### config.mk
export PLATFORM = sky130hd
export DESIGN_NAME = ilv_shift_array
export DESIGN_NICKNAME = d
export VERILOG_FILES = /design/src/rtl/isa_pkg.sv /design/src/rtl/isa_ctrl.sv /design/src/rtl/isa_stage_array.sv /design/src/rtl/isa_edge_mux.sv /design/src/rtl/ilv_shift_array.sv
export SDC_FILE = /design/constraint.sdc
export NUM_CORES = 1
export LEC_CHECK = 0
export BUFFER_PORTS_ARGS = -buffer_cell sky130_fd_sc_hd__buf_2
export CAP_MARGIN = 20
export CELL_PAD_IN_SITES_DETAIL_PLACEMENT = 0
export CELL_PAD_IN_SITES_GLOBAL_PLACEMENT = 2
export CORE_MARGIN = 2
export CORE_UTILIZATION = 36
export DETAILED_ROUTE_END_ITERATION = 8
export HOLD_SLACK_MARGIN = 0.12
export PLACE_DENSITY = 0.91
export SETUP_SLACK_MARGIN = 0.1
export SLEW_MARGIN = 5
export SYNTH_ARGS = -nofsm -noshare
export SYNTH_HDL_FRONTEND = slang
export SYNTH_SLANG_ARGS = --single-unit
### constraint.sdc
create_clock -name clk -period 2.3 [get_ports clk]
set_input_delay 0.46 -clock clk [delete_from_list [all_inputs] [get_ports clk]]
set_output_delay 0.46 -clock clk [all_outputs]
set_load 0.05 [all_outputs]
### src/rtl/isa_pkg.sv
package isa_pkg;
  // strobes from control to datapath
  typedef struct packed {
    logic clear;    // synchronous clear at the next falling edge
    logic shiftUp;  // 1: bus A feeds low stages, data moves upward
    logic three;    // 1: narrow layout with three chains
  } isa_ctrl_t;
endpackage

### src/rtl/isa_ctrl.sv
module isa_ctrl
  import isa_pkg::*;
(
  input  logic      rstN,
  input  logic      modeThree,
  input  logic      dirRight,
  output isa_ctrl_t ctrl
);
  always_comb begin
    ctrl         = '0;
    ctrl.clear   = !rstN;
    ctrl.shiftUp = dirRight;
    ctrl.three   = modeThree;
  end
endmodule

### src/rtl/isa_stage_array.sv
module isa_stage_array
  import isa_pkg::*;
#(
  parameter int STAGES = 96,
  parameter int NARROW = 3,
  parameter int WIDE   = 6
) (
  input  logic              clk,
  input  isa_ctrl_t         ctrl,
  input  logic [WIDE-1:0]   aIn,
  input  logic [WIDE-1:0]   bIn,
  output logic [STAGES-1:0] stg
);
  localparam int TOP_NARROW = STAGES - NARROW;
  localparam int TOP_WIDE   = STAGES - WIDE;

  logic [STAGES-1:0] nxt;

  for (genvar i = 0; i < STAGES; i++) begin : g_stage
    logic upNarrow, upWide, dnNarrow, dnWide;

    if (i < NARROW) begin : g_un_in
      assign upNarrow = aIn[i];
    end else begin : g_un_mv
      assign upNarrow = stg[i-NARROW];
    end

    if (i < WIDE) begin : g_uw_in
      assign upWide = aIn[i];
    end else begin : g_uw_mv
      assign upWide = stg[i-WIDE];
    end

    if (i >= TOP_NARROW) begin : g_dn_in
      assign dnNarrow = bIn[i-TOP_NARROW];
    end else begin : g_dn_mv
      assign dnNarrow = stg[i+NARROW];
    end

    if (i >= TOP_WIDE) begin : g_dw_in
      assign dnWide = bIn[i-TOP_WIDE];
    end else begin : g_dw_mv
      assign dnWide = stg[i+WIDE];
    end

    always_comb begin
      unique case ({ctrl.shiftUp, ctrl.three})
        2'b11:   nxt[i] = upNarrow;
        2'b10:   nxt[i] = upWide;
        2'b01:   nxt[i] = dnNarrow;
        default: nxt[i] = dnWide;
      endcase
    end
  end

  always_ff @(negedge clk) begin
    if (ctrl.clear) stg <= '0;
    else            stg <= nxt;
  end
endmodule

### src/rtl/isa_edge_mux.sv
module isa_edge_mux #(
  parameter int STAGES = 96,
  parameter int NARROW = 3,
  parameter int WIDE   = 6
) (
  input  logic              shiftUp,
  input  logic              three,
  input  logic [STAGES-1:0] stg,
  output logic [WIDE-1:0]   aOut,
  output logic [WIDE-1:0]   aOe,
  output logic [WIDE-1:0]   bOut,
  output logic [WIDE-1:0]   bOe
);
  for (genvar n = 0; n < WIDE; n++) begin : g_lane
    localparam bit IN_NARROW = (n < NARROW);
    logic laneOn, tailNarrow, tailWide;

    if (IN_NARROW) begin : g_tn
      assign tailNarrow = stg[STAGES-NARROW+n];
    end else begin : g_tz
      assign tailNarrow = 1'b0;
    end
    assign tailWide = stg[STAGES-WIDE+n];
    assign laneOn   = three ? IN_NARROW : 1'b1;

    always_comb begin
      bOe[n]  = shiftUp & laneOn;
      aOe[n]  = !shiftUp & laneOn;
      bOut[n] = bOe[n] & (three ? tailNarrow : tailWide);
      aOut[n] = aOe[n] & stg[n];
    end
  end
endmodule

### src/rtl/ilv_shift_array.sv
module ilv_shift_array
  import isa_pkg::*;
#(
  parameter int STAGES = 96,
  parameter int NARROW = 3,
  parameter int WIDE   = 6
) (
  input  logic              clk,
  input  logic              rstN,
  input  logic              modeThree,
  input  logic              dirRight,
  input  logic [WIDE-1:0]   aIn,
  output logic [WIDE-1:0]   aOut,
  output logic [WIDE-1:0]   aOe,
  input  logic [WIDE-1:0]   bIn,
  output logic [WIDE-1:0]   bOut,
  output logic [WIDE-1:0]   bOe,
  output logic [STAGES-1:0] stages
);
  isa_ctrl_t ctrl;

  isa_ctrl u_ctrl (
    .rstN      (rstN),
    .modeThree (modeThree),
    .dirRight  (dirRight),
    .ctrl      (ctrl)
  );

  isa_stage_array #(.STAGES(STAGES), .NARROW(NARROW), .WIDE(WIDE)) u_arr (
    .clk  (clk),
    .ctrl (ctrl),
    .aIn  (aIn),
    .bIn  (bIn),
    .stg  (stages)
  );

  isa_edge_mux #(.STAGES(STAGES), .NARROW(NARROW), .WIDE(WIDE)) u_mux (
    .shiftUp (ctrl.shiftUp),
    .three   (ctrl.three),
    .stg     (stages),
    .aOut    (aOut),
    .aOe     (aOe),
    .bOut    (bOut),
    .bOe     (bOe)
  );
endmodule

# Yosys cells after proc, flatten, opt, wreduce, memory -nomap -nowiden
# Cells that the tools add are included.
word_totals:
  reg_bits: 96
  inputBits: 16
  out_inout_bits: 120
  word_cells: 123
classes:
  eq_ne: 3
  muxes: 103
  bitwise: 14
  reduce_logical: 2
op_table:
  columns: ["cell", "n"]
  rows:
  - ["$pmux W1 S3", 93]
  - ["$and A1 B1 Y1", 14]
  - ["$mux W1", 7]
  - ["$pmux W1 S2", 3]
  - ["$eq A2 B2 Y1 const B", 2]
  - ["$eq A2 B1 Y1 const B", 1]
  - ["$reduce_or A2 Y1", 1]
  - ["$logic_not A1 Y1", 1]

# Depth between registers and ports, before layout
# Gate-level depths: netlist of the first run.
logic_depth:
  depth_word: 3
  mapped_depth: 5
  mapped_depth_nobuf: 2

# Modules after synthesis
# From an unflattened synthesis of the first run, not the netlist that was laid out.
unflattened:
  hier_cells: 460
  area_unflattened_um2: 5087.4
by_module_without_submodules:
  columns: ["module", "instances", "cells_each", "area_each_um2", "seq_area_each_um2"]
  rows:
  - ["isa_stage_array", 1, 429, 4874.7, 1921.8]
  - ["isa_edge_mux", 1, 28, 193.9, 0.0]
  - ["isa_ctrl", 1, 3, 18.8, 0.0]

==> metrics.md, run 1 <==
| Metric | Value |
|---|---|
| Clk_lat worst skew | `430 ps` |
| Vias in the first global route | `5,173` |
| DRC violations left | `0` |
| Synth top cells by count | `mux2i_1, dfxtp_1, o22ai_1` |
| Ports | `136` |
| Final WL | `15,530 um` |
| Row count | `43` |
| Chip height | `122.7 um` |
| Seq/Total Area, Yosys | `37.88%` |
| Total gr overflow | `0` |
| Largest net degree at the start of global routing | `29` |
| Final Wtd Congestion | `0.7874` |
| Yosys top cell by area | `dfxtp_1` |
| Post-DP HPWL | `9482 um` |
| Worst Hold Launch | `u_arr.stg[45]` |
| Top cell type's share of synthesized area | `37.88%` |
| Post-synthesis register bit count | `96` |
| Internal power | `3089 uW` |
| Capture point of the worst reg-to-reg path | `u_arr.stg[95]` |
| Post-route setup slack | `-428.9 ps` |
| Util after Layout | `63.85%` |
| Hold Buf Count CTS | `0` |
| Setup Skew | `26.88 ps` |
| Core area | `13,830 um^2` |
| First DRT Iteration DRCs | `186` |
| Flip-flop count of the largest register after layout | `96` |
| Placed cell count | `807` |
| # setup viols final | `108` |
| Layout cell share with drive strength beyond 1 | `51.27%` |
| First-pass GRT wire length | `24,320 um` |
| Power per cell area | `517.6 nW/um^2` |
| Gate Count Post-Synth | `458` |
| Outcome | `finished, violations left` |
| Worst Tran Pin Value | `396.0 ps` |
| Most flops, register | `u_arr.stg` |
| Critical Path AT | `2270 ps` |
| CTS Root Cell | `clkbuf_16` |
| Max-Cap Viols | `0` |
| Final hold slack | `595.0 ps` |
| Cells on worst reg2reg path | `5` |
| Most frequent cell after synthesis | `mux2i_1` |
| Largest registers | `u_arr.stg (96)` |
| Sequential share of power | `36.4%` |
| Ys Warns | `0` |
| Clock Pin Slew Worst Setup and Hold Paths | `40 ps` |
| Setup crit end kind | `output port` |
| H-tree levels | `3` |
| Sw frac | `32.39%` |
| RSZ-0062 raised after global routing | `true` |
| Die X | `122.7 um` |
| Layout area overhead | `74.01%` |
| Hold Vio Cnt, Final | `0` |
| Ys async rst share | `0%` |
| Routed len/inst | `16.01 um` |
| Logic pwr share | `13.8%` |
| Syn avg cell area | `11.08 um^2` |
| Synth Flop Type | `dfxtp_1` |
| WHS Path Cells | `2` |
| Max IR drop VDD | `620.2 uV` |
| Slew HR | `73.50%` |
| CTS buffer count | `9` |
| Initial antenna violation count | `0` |
| Startpoint types | `register` |
| Clock share of power | `49.8%` |
| CTS tree | `yes` |
| Via count | `4,939` |
| Final Slew Violations | `0` |
| Leak | `0.004327 uW` |
| Number of port buffers | `135` |
| Antenna-violating nets left | `0` |
| Crit-path max FO | `3` |
| Clock Path Buffers | `2` |
| WP data required | `1840 ps` |
| Total track usage | `20.29%` |
| Power, Total | `4569 uW` |
| Top cells by area, synth | `dfxtp_1, mux2i_1, o22ai_1` |
| Final Non-Filler Cells | `970` |
| Critical path class | `register to output port` |
| HP Class | `register to register` |
| Post-Synthesis Cell Area | `5074 um^2` |
| Nets | `801` |
| Reg2reg start | `u_arr.stg[92]` |
| Diode count | `0` |
| Failing checks | `negative setup slack` |
| Die ar. | `15,060 um^2` |
| R2R Setup Slk | `1210 ps` |
| Setup TNS Final | `-25,190 ps` |
| Via-to-Cell Ratio | `5.092` |
| Initial Util | `36.69%` |
| Distinct cells, synth | `17` |
| Post-synth EDFFs | `0` |
| Mapped Nets | `474` |
| Switching power | `1480 uW` |
| Clock sink count | `96` |
| Hold Path Sink | `u_arr.stg[39]` |
| Drt first pass iters | `5` |
==> per-stage QoR <==
stage               worst slack (ps)  instance area [um^2]
floorplan                     -191.8                  5366
global placement              -217.0                  6555
detailed placement            -236.2                  6555
CTS                           -433.3                  8655
global route                  -468.9                  8828
finish                        -428.9                  8828
==> power by group through the flow <==
stage	clock network, uW	logic [uW]	registers [uW]
6_report	2270	632	1660
5_1_grt	2550	660	1660
4_1_cts	2330	598	1670
3_5_place_dp	255	540	1730
3_3_place_gp	255	533	1730
2_1_floorplan	255	390	1790
==> metal layers <==
metal,routed length [um],vias to the layer above,global-route usage (%)
met5,0,-,0
met4,192,0,8.046
met3,1028,20,9.898
met2,8213,123,34.81
met1,6099,2404,21.20
li1,-,2392,-
==> final cells by class <==
class | count | area, um^2
inverter | 2 | 11.26
fill | 1060 | 4999
multi-input combinational | 307 | 2763
timing repair buffer | 273 | 2990
tap | 180 | 225.2
clock buffer | 9 | 225.2
sequential | 96 | 2170
clock inverter | 103 | 444.2
==> cell families after synthesis <==
logic type / Yosys count / synth area share (%)
AOI/OAI and AO/OA: 96 / 11.91
DFF: 96 / 37.88
buffers and inverters: 55 / 10.18
muxes: 192 / 37.88
and+or+nand+nor: 19 / 2.146
==> cell usage in the layout, fill, tap and decap left out, types with 3 or more instances in the layout <==
cell type and count:
dfxtp_2 45, buf_6 16, buf_2 26, mux2i_4 3, o22ai_1 93, clkbuf_16 9
nor2b_1 3, dfxtp_4 51, buf_8 101, and2_4 6, nor2b_4 3, nor2_4 3
a211oi_2 3, mux2i_1 189, buf_12 15, buf_4 115, inv_1 99
==> worst max-delay path, stage by stage (launching register included) <==
cell and delay [ps]:
dfxtp_4 350, mux2i_4 170, nor2_4 40, buf_6 150
==> how the worst max path moves through the flow <==
stage | cells past startpoint | start | end | slack (ps)
2_1_floorplan | 3 | dirRight | u_arr.stg[0] | -190
3_3_place_gp | 4 | modeThree | u_arr.stg[55] | -220
3_5_place_dp | 4 | modeThree | u_arr.stg[55] | -240
4_1_cts | 3 | u_arr.stg[95] | bOut[2] | -430
5_1_grt | 3 | u_arr.stg[93] | bOut[0] | -470
6_report | 3 | u_arr.stg[92] | bOut[2] | -430
==> repair_timing <==
action                                  CTS  global route
resized for setup                       351            25
buffers inserted                         40            12
gates cloned                              0             0
pin swaps                                 3             0
endpoints found under the hold margin     0             0
endpoints found under the setup margin  108           108
(Power assumes the default switching activity.)
==> run 2: changes to the inputs <==
--- a/config.mk
+++ b/config.mk
@@ -12,6 +12,7 @@
 export CORE_MARGIN = 2
 export CORE_UTILIZATION = 36
 export DETAILED_ROUTE_END_ITERATION = 8
+export GPL_TIMING_DRIVEN = 0
 export HOLD_SLACK_MARGIN = 0.12
 export PLACE_DENSITY = 0.91
 export SETUP_SLACK_MARGIN = 0.1
@@ -19,3 +20,4 @@
 export SYNTH_ARGS = -nofsm -noshare
 export SYNTH_HDL_FRONTEND = slang
 export SYNTH_SLANG_ARGS = --single-unit
+export TNS_END_PERCENT = 1
==> run 2 against run 1 <==
  * The run still ends with negative setup slack left
  * Non-clock buffer count shrank 86
  * Sequential share of layout area increased by 3.2 points
  * Combinational power fell by 5.4%
  * Cell count fell by 9.1%
  * Critical path depth stayed put
  * Register-to-register slack improved by 190 ps
==> metrics.md, run 2 (synthesis results as in run 1) <==
| Metric | Value |
|---|---|
| Worst Hold Launch | `u_arr.stg[1]` |
| Clock sink count | `96 (unchanged)` |
| Total track usage | `20.38% (+0.090 points)` |
| Nets | `715 (-11%)` |
| Ports | `136 (unchanged)` |
| CP top delay family | `flip-flops` |
| Hold Buf Count CTS | `0 (unchanged)` |
| Placed Area | `6096 um^2 (-7.0%)` |
| Clock Pin Slew Worst Setup and Hold Paths | `40 ps (about the same)` |
| Fin area | `8209 um^2 (-7.0%)` |
| Antenna-violating nets left | `0 (unchanged)` |
| Worst Tran Pin Value | `331.0 ps (-64.95 ps)` |
| Max-Cap Viols | `0 (unchanged)` |
| Number of port buffers | `134 (-0.74%)` |
| First DRT Iteration DRCs | `258 (+39%)` |
| WP data required | `1840 ps (about the same)` |
| Final Slew Violations | `0 (unchanged)` |
| CTS Root Cell | `clkbuf_16` |
| Diode count | `0 (unchanged)` |
| Final Wtd Congestion | `0.7608 (-3.4%)` |
| H-tree levels | `3 (unchanged)` |
| Layout area overhead | `61.80%` |
| Most flops, register | `u_arr.stg` |
| CTS buffer count | `9 (unchanged)` |
| CTS tree | `yes` |
| Post-route setup slack | `-434.1 ps (-5.202 ps)` |
| Worst Setup SP | `u_arr.stg[90]` |
| Critical path class | `register to output port` |
| Chip height | `122.7 um (unchanged)` |
| Power per cell area | `527.5 nW/um^2 (+1.9%)` |
| Clock Path Buffers | `2 (unchanged)` |
| Die ar. | `15,060 um^2 (unchanged)` |
| Post-DP HPWL | `9679 um (+2.1%)` |
| HP Class | `register to register` |
| Setup WS pre-CTS | `-695.9 ps (-459.6 ps)` |
| Initial antenna violation count | `0 (unchanged)` |
| Total gr overflow | `0 (unchanged)` |
| Leak | `0.003818 uW (-12%)` |
| DRC violations left | `0 (unchanged)` |
| Crit-path cells | `mux2i_4 > nor2_4 > buf_8` |
| Setup crit end kind | `output port` |
| Critical Path AT | `2270 ps (about the same)` |
| # setup viols final | `108 (unchanged)` |
| Via-to-Cell Ratio | `5.246 (+3.0%)` |
| Failing checks | `negative setup slack` |
| Die X | `122.7 um (unchanged)` |
| Largest registers | `u_arr.stg (96)` |
| Max IR drop VDD | `321.0 uV (-48%)` |
| Core area | `13,830 um^2 (unchanged)` |
| Commonest cells after routing, fill and taps aside | `mux2i_1, inv_1, dfxtp_4` |
| Placed cell count | `772 (-4.3%)` |
| Largest net degree at the start of global routing | `14 (-52%)` |
| Util after Layout | `59.37% (-4.5 points)` |
| Vias in the first global route | `4,818 (-6.9%)` |
| Row count | `43 (unchanged)` |
| Layout cell share with drive strength beyond 1 | `45.44% (-5.8 points)` |
| Initial Util | `36.69% (unchanged)` |
| Slew HR | `77.30% (+3.8 points)` |
| Hold Vio Cnt, Final | `0 (unchanged)` |
| Clk_lat worst skew | `410 ps (-20 ps)` |
| Crit-path slowest cell | `dfxtp_4` |
| Drt first pass iters | `4 (-1)` |
| Crit-path max FO | `4 (+1)` |
| Startpoint types | `register` |
| Routed len/inst | `16.74 um (+4.6%)` |
| Setup Skew | `21.04 ps (-5.836 ps)` |
| Final Non-Filler Cells | `882 (-9.1%)` |
| Flip-flop count of the largest register after layout | `96 (unchanged)` |
| Outcome | `finished, violations left` |
| Via count | `4,627 (-6.3%)` |
| Setup TNS Final | `-26,980 ps (-1786 ps)` |
| Most common cell after layout, fill and taps aside | `mux2i_1` |
| First-pass GRT wire length | `24,290 um (-0.12%)` |
| Final WL | `14,770 um (-4.9%)` |
| RSZ-0062 raised after global routing | `true` |
| Reg2reg start | `u_arr.stg[52]` |
| Buf/Inv on CP | `1 (unchanged)` |
| CP peak stage delay | `360 ps (about the same)` |
run 2: cell types whose count changed in the layout (fill, tap and decap cells not counted), sizes merged:
cell | previous run | this run
clkinvlp | 3 | 2
buf | 273 | 179
bufinv | 2 | 1
clkbuf | 9 | 17
run 2: worst register-to-register path, cell delays in order (launching register included):
cell and delay, ps:
dfxtp_4 360, mux2i_1 280, o22ai_1 130
run 2: cell type report:
cell class	count	area (um^2)
Fill cell	1153	5618
Multi-Input combinational cell	307	2773
Sequential cell	96	2277
Timing Repair Buffer	135	1693
Buffer	52	598.1
Clock inverter	101	406.6
Clock buffer	9	225.2
Tap cell	180	225.2
Inverter	2	11.26
run 2: layer usage:
layer	GRT usage (%)	vias to the layer above	share of wire [%]	routed length, um
li1	-	2233	-	-
met1	24.57	2220	43	6421
met2	32.18	162	49	7270
met3	8.364	12	6.3	929
met4	8.046	0	1.0	148
met5	0	-	0	0
run 2: where the power goes:
| part | total (uW) | switching [uW] | internal (uW) |
|---|---|---|---|
| Sequential | 1630 | 30.3 | 1600 |
| Clock | 2110 | 1070 | 1040 |
| Combinational | 598 | 335 | 263 |
run 2: stage by stage:
stage               hold WS (ps)  total power (uW)
floorplan                  649.4              2426
global placement           547.6              2529
detailed placement         556.1              2531
CTS                        578.6              4386
global route               603.5              4658
finish                     569.3              4331
run 2: timing repair:
| item | in CTS | in global routing |
|---|---|---|
| setup buffers | 1 | 0 |
| pin swaps | 2 | 1 |
| gates cloned | 0 | 0 |
| hold endpoints to repair | 0 | 0 |
| gates resized for setup | 490 | 31 |
| setup endpoints to repair | 198 | 191 |
run 2: path summary, 6_finish.rpt:
path                   end  slack [ps]  cells past startpoint
min reg2reg   u_arr.stg[7]         570                      2
max reg2reg  u_arr.stg[49]        1400                      2
min           u_arr.stg[7]         570                      2
max                bOut[0]        -430                      3
==> run 3: changes to the inputs <==
--- a/config.mk
+++ b/config.mk
@@ -9,7 +9,6 @@
 export CAP_MARGIN = 20
 export CELL_PAD_IN_SITES_DETAIL_PLACEMENT = 0
 export CELL_PAD_IN_SITES_GLOBAL_PLACEMENT = 2
-export CORE_MARGIN = 2
 export CORE_UTILIZATION = 36
 export DETAILED_ROUTE_END_ITERATION = 8
 export GPL_TIMING_DRIVEN = 0
==> constraint.sdc (replaced) <==
create_clock -name clk -period 2.3 [get_ports clk]
set_input_delay 0.345 -clock clk [delete_from_list [all_inputs] [get_ports clk]]
set_output_delay 0.345 -clock clk [all_outputs]
set_load 0.05 [all_outputs]
==> run 3 against run 2 <==
  * The flow still finishes with violations (negative setup slack)
  * Total power grew 6.3%
  * Critical path depth is the same
  * Cell count grew 0.68%
  * Flip-flop and latch count is the same
==> metrics.md, run 3 (synthesis results as in run 1) <==
| Metric | Value |
|---|---|
| Outcome | `finished, violations left` |
| Failing checks | `negative setup slack` |
| Placed Area | `6083 um^2 (-0.21%)` |
| Clk_lat worst skew | `420 ps (about the same)` |
| Via count | `4,627 (unchanged)` |
| R2R Setup Slk | `1300 ps (-100 ps)` |
| Hold Path Sink | `u_arr.stg[76]` |
| CTS Root Cell | `clkbuf_16` |
| First-pass GRT wire length | `23,600 um (-2.8%)` |
| Core area | `13,830 um^2 (unchanged)` |
| CP peak stage delay | `360 ps (about the same)` |
| DRC violations left | `0 (unchanged)` |
| Number of port buffers | `134 (unchanged)` |
| Final Wtd Congestion | `0.7418 (-2.5%)` |
| Vias in the first global route | `4,922 (+2.2%)` |
| Commonest cells after routing, fill and taps aside | `mux2i_1, inv_1, o22ai_1, dfxtp_4, buf_8` |
| Final WL | `14,650 um (-0.81%)` |
| Leak | `0.003824 uW (+0.15%)` |
| Layout area overhead | `61.95% (about the same)` |
| Critical path class | `register to output port` |
| Worst Hold Launch | `u_arr.stg[82]` |
| Final Slew Violations | `0 (unchanged)` |
| CTS buffer count | `9 (unchanged)` |
| Drt first pass iters | `5 (+1)` |
| Clock Path Buffers | `2 (unchanged)` |
| Util after Layout | `59.42% (about the same)` |
| Clock Pin Slew Worst Setup and Hold Paths | `60 ps (+20 ps)` |
| Internal power | `3127 uW (+7.9%)` |
| Sw frac | `32.09% (-0.97 points)` |
| Sequential share of power | `35.3% (-2.3 points)` |
| Multi-input gate area | `2741 um^2 (-1.1%)` |
| Hold Buf Count CTS | `0 (unchanged)` |
| Max IR drop VDD | `357.4 uV (+11%)` |
| Row count | `43 (unchanged)` |
| Diode count | `0 (unchanged)` |
| Via-to-Cell Ratio | `5.211 (-0.68%)` |
| Largest net degree at the start of global routing | `15 (+1)` |
| Most flops, register | `u_arr.stg` |
| CTS tree | `yes` |
| Crit-path slowest cell | `dfxtp_4` |
| Crit-path max FO | `4 (unchanged)` |
| Post-route setup slack | `-324.8 ps (+109.3 ps)` |
| Startpoint types | `register` |
| Reg2reg start | `u_arr.stg[91]` |
| Total gr overflow | `0 (unchanged)` |
| Routed len/inst | `16.50 um (-1.5%)` |
| Ports | `136 (unchanged)` |
| Max-Cap Viols | `0 (unchanged)` |
| Logic pwr share | `12.9% (-0.9 points)` |
| HP Class | `register to register` |
| Antenna-violating nets left | `0 (unchanged)` |
| Chip height | `120.7 um (-1.6%)` |
| Slew HR | `66.34% (-11 points)` |
| Die ar. | `14,570 um^2 (-3.2%)` |
| First DRT Iteration DRCs | `228 (-12%)` |
| WP data required | `1960 ps (+120 ps)` |
| Storage element area | `2275 um^2 (-0.11%)` |
| Power per cell area | `560.4 nW/um^2 (+6.2%)` |
| Post-DP HPWL | `9643 um (-0.37%)` |
| Flip-flop count of the largest register after layout | `96 (unchanged)` |
| Critical Path AT | `2280 ps (about the same)` |
| Crit-path cells | `mux2i_4 > nor2_4 > buf_6` |
| H-tree levels | `3 (unchanged)` |
| Initial antenna violation count | `0 (unchanged)` |
| Hold Vio Cnt, Final | `0 (unchanged)` |
| Die X | `120.7 um (-1.6%)` |
| Setup crit end kind | `output port` |
| Cells on worst reg2reg path | `4 (+2)` |
| Fillers | `1,143 (-0.87%)` |
| Nets | `719 (+0.56%)` |
| Clock sink count | `96 (unchanged)` |
| # setup viols final | `108 (unchanged)` |
| Capture point of the worst reg-to-reg path | `u_arr.stg[94]` |
| Clock share of power | `51.9% (+3.3 points)` |
| Switching power | `1478 uW (+3.2%)` |
| Fin area | `8217 um^2 (about the same)` |
| Setup Skew | `22.30 ps (+1.262 ps)` |
| Most common cell after layout, fill and taps aside | `mux2i_1` |
| Layout cell share with drive strength beyond 1 | `45.20% (-0.24 points)` |
| RSZ-0062 raised after global routing | `true` |
| Worst Tran Pin Value | `504.9 ps (+173.9 ps)` |
| Initial Util | `36.69% (unchanged)` |
| Largest registers | `u_arr.stg (96)` |
| Total track usage | `20.48% (+0.11 points)` |
| WHS Path Cells | `2 (unchanged)` |
==> run 3: repair_timing <==
item / CTS / global route
gates resized for setup: 481 / 19
pin swaps: 3 / 0
gates cloned: 0 / 0
endpoints found under the setup margin: 188 / 126
setup buffers: 4 / 1
==> run 3: per-layer routing <==
| layer | GRT usage [%] | share of wire (%) | up-vias |
|---|---|---|---|
| met1 | 23.42 | 44 | 2211 |
| met2 | 32.90 | 49 | 163 |
| met3 | 7.736 | 5.3 | 20 |
| li1 | - | - | 2233 |
| met4 | 11.19 | 1.9 | 0 |
| met5 | 0 | 0 | - |
==> run 3: power by group through the flow <==
| stage | Clock, uW | Combinational, uW | Sequential, uW |
|---|---|---|---|
| 6_report | 2390 | 592 | 1620 |
| 5_1_grt | 2680 | 620 | 1620 |
| 2_1_floorplan | 255 | 377 | 1790 |
| 3_3_place_gp | 255 | 534 | 1740 |
| 4_1_cts | 2440 | 587 | 1630 |
| 3_5_place_dp | 255 | 536 | 1740 |
==> run 3: cell type report <==
| class | count | area share, % |
|---|---|---|
| Clock buffer | 9 | 2.741 |
| Tap cell | 180 | 2.741 |
| Clock inverter | 103 | 5.710 |
| Buffer | 52 | 6.624 |
| Timing Repair Buffer | 139 | 21.00 |
| Inverter | 2 | 0.1370 |
| Multi-Input combinational cell | 307 | 33.36 |
| Sequential cell | 96 | 27.68 |
==> run 3: how the worst max path moves through the flow <==
stage,cells past startpoint,to,startpoint
finish,3,bOut[2],u_arr.stg[92]
global placement,5,u_arr.stg[90],dirRight
CTS,3,bOut[0],u_arr.stg[90]
detailed placement,5,u_arr.stg[90],dirRight
floorplan,3,u_arr.stg[0],dirRight
global route,3,bOut[1],u_arr.stg[91]
==> run 3: critical path, delay by kind of cell, from the launching register on <==
family / cells / cell delay [ps]
flops: 1 / 360
buf+inv: 1 / 150
simple gates: 1 / 50
mux: 1 / 160
==> run 3: metrics by stage <==
stage / TNS, ps / setup WS [ps] / total power, uW / hold slack [ps] / instances
after floorplan: -691.7 / -76.90 / 2423 / 649.4 / 458
final: -15040 / -324.8 / 4605 / 576.9 / 888
after CTS: -16430 / -334.2 / 4657 / 581.5 / 887
after detailed placement: -47640 / -600.7 / 2529 / 557.7 / 772
after global placement: -46140 / -570.0 / 2525 / 546.7 / 772
after global routing: -18740 / -375.4 / 4918 / 597.3 / 888
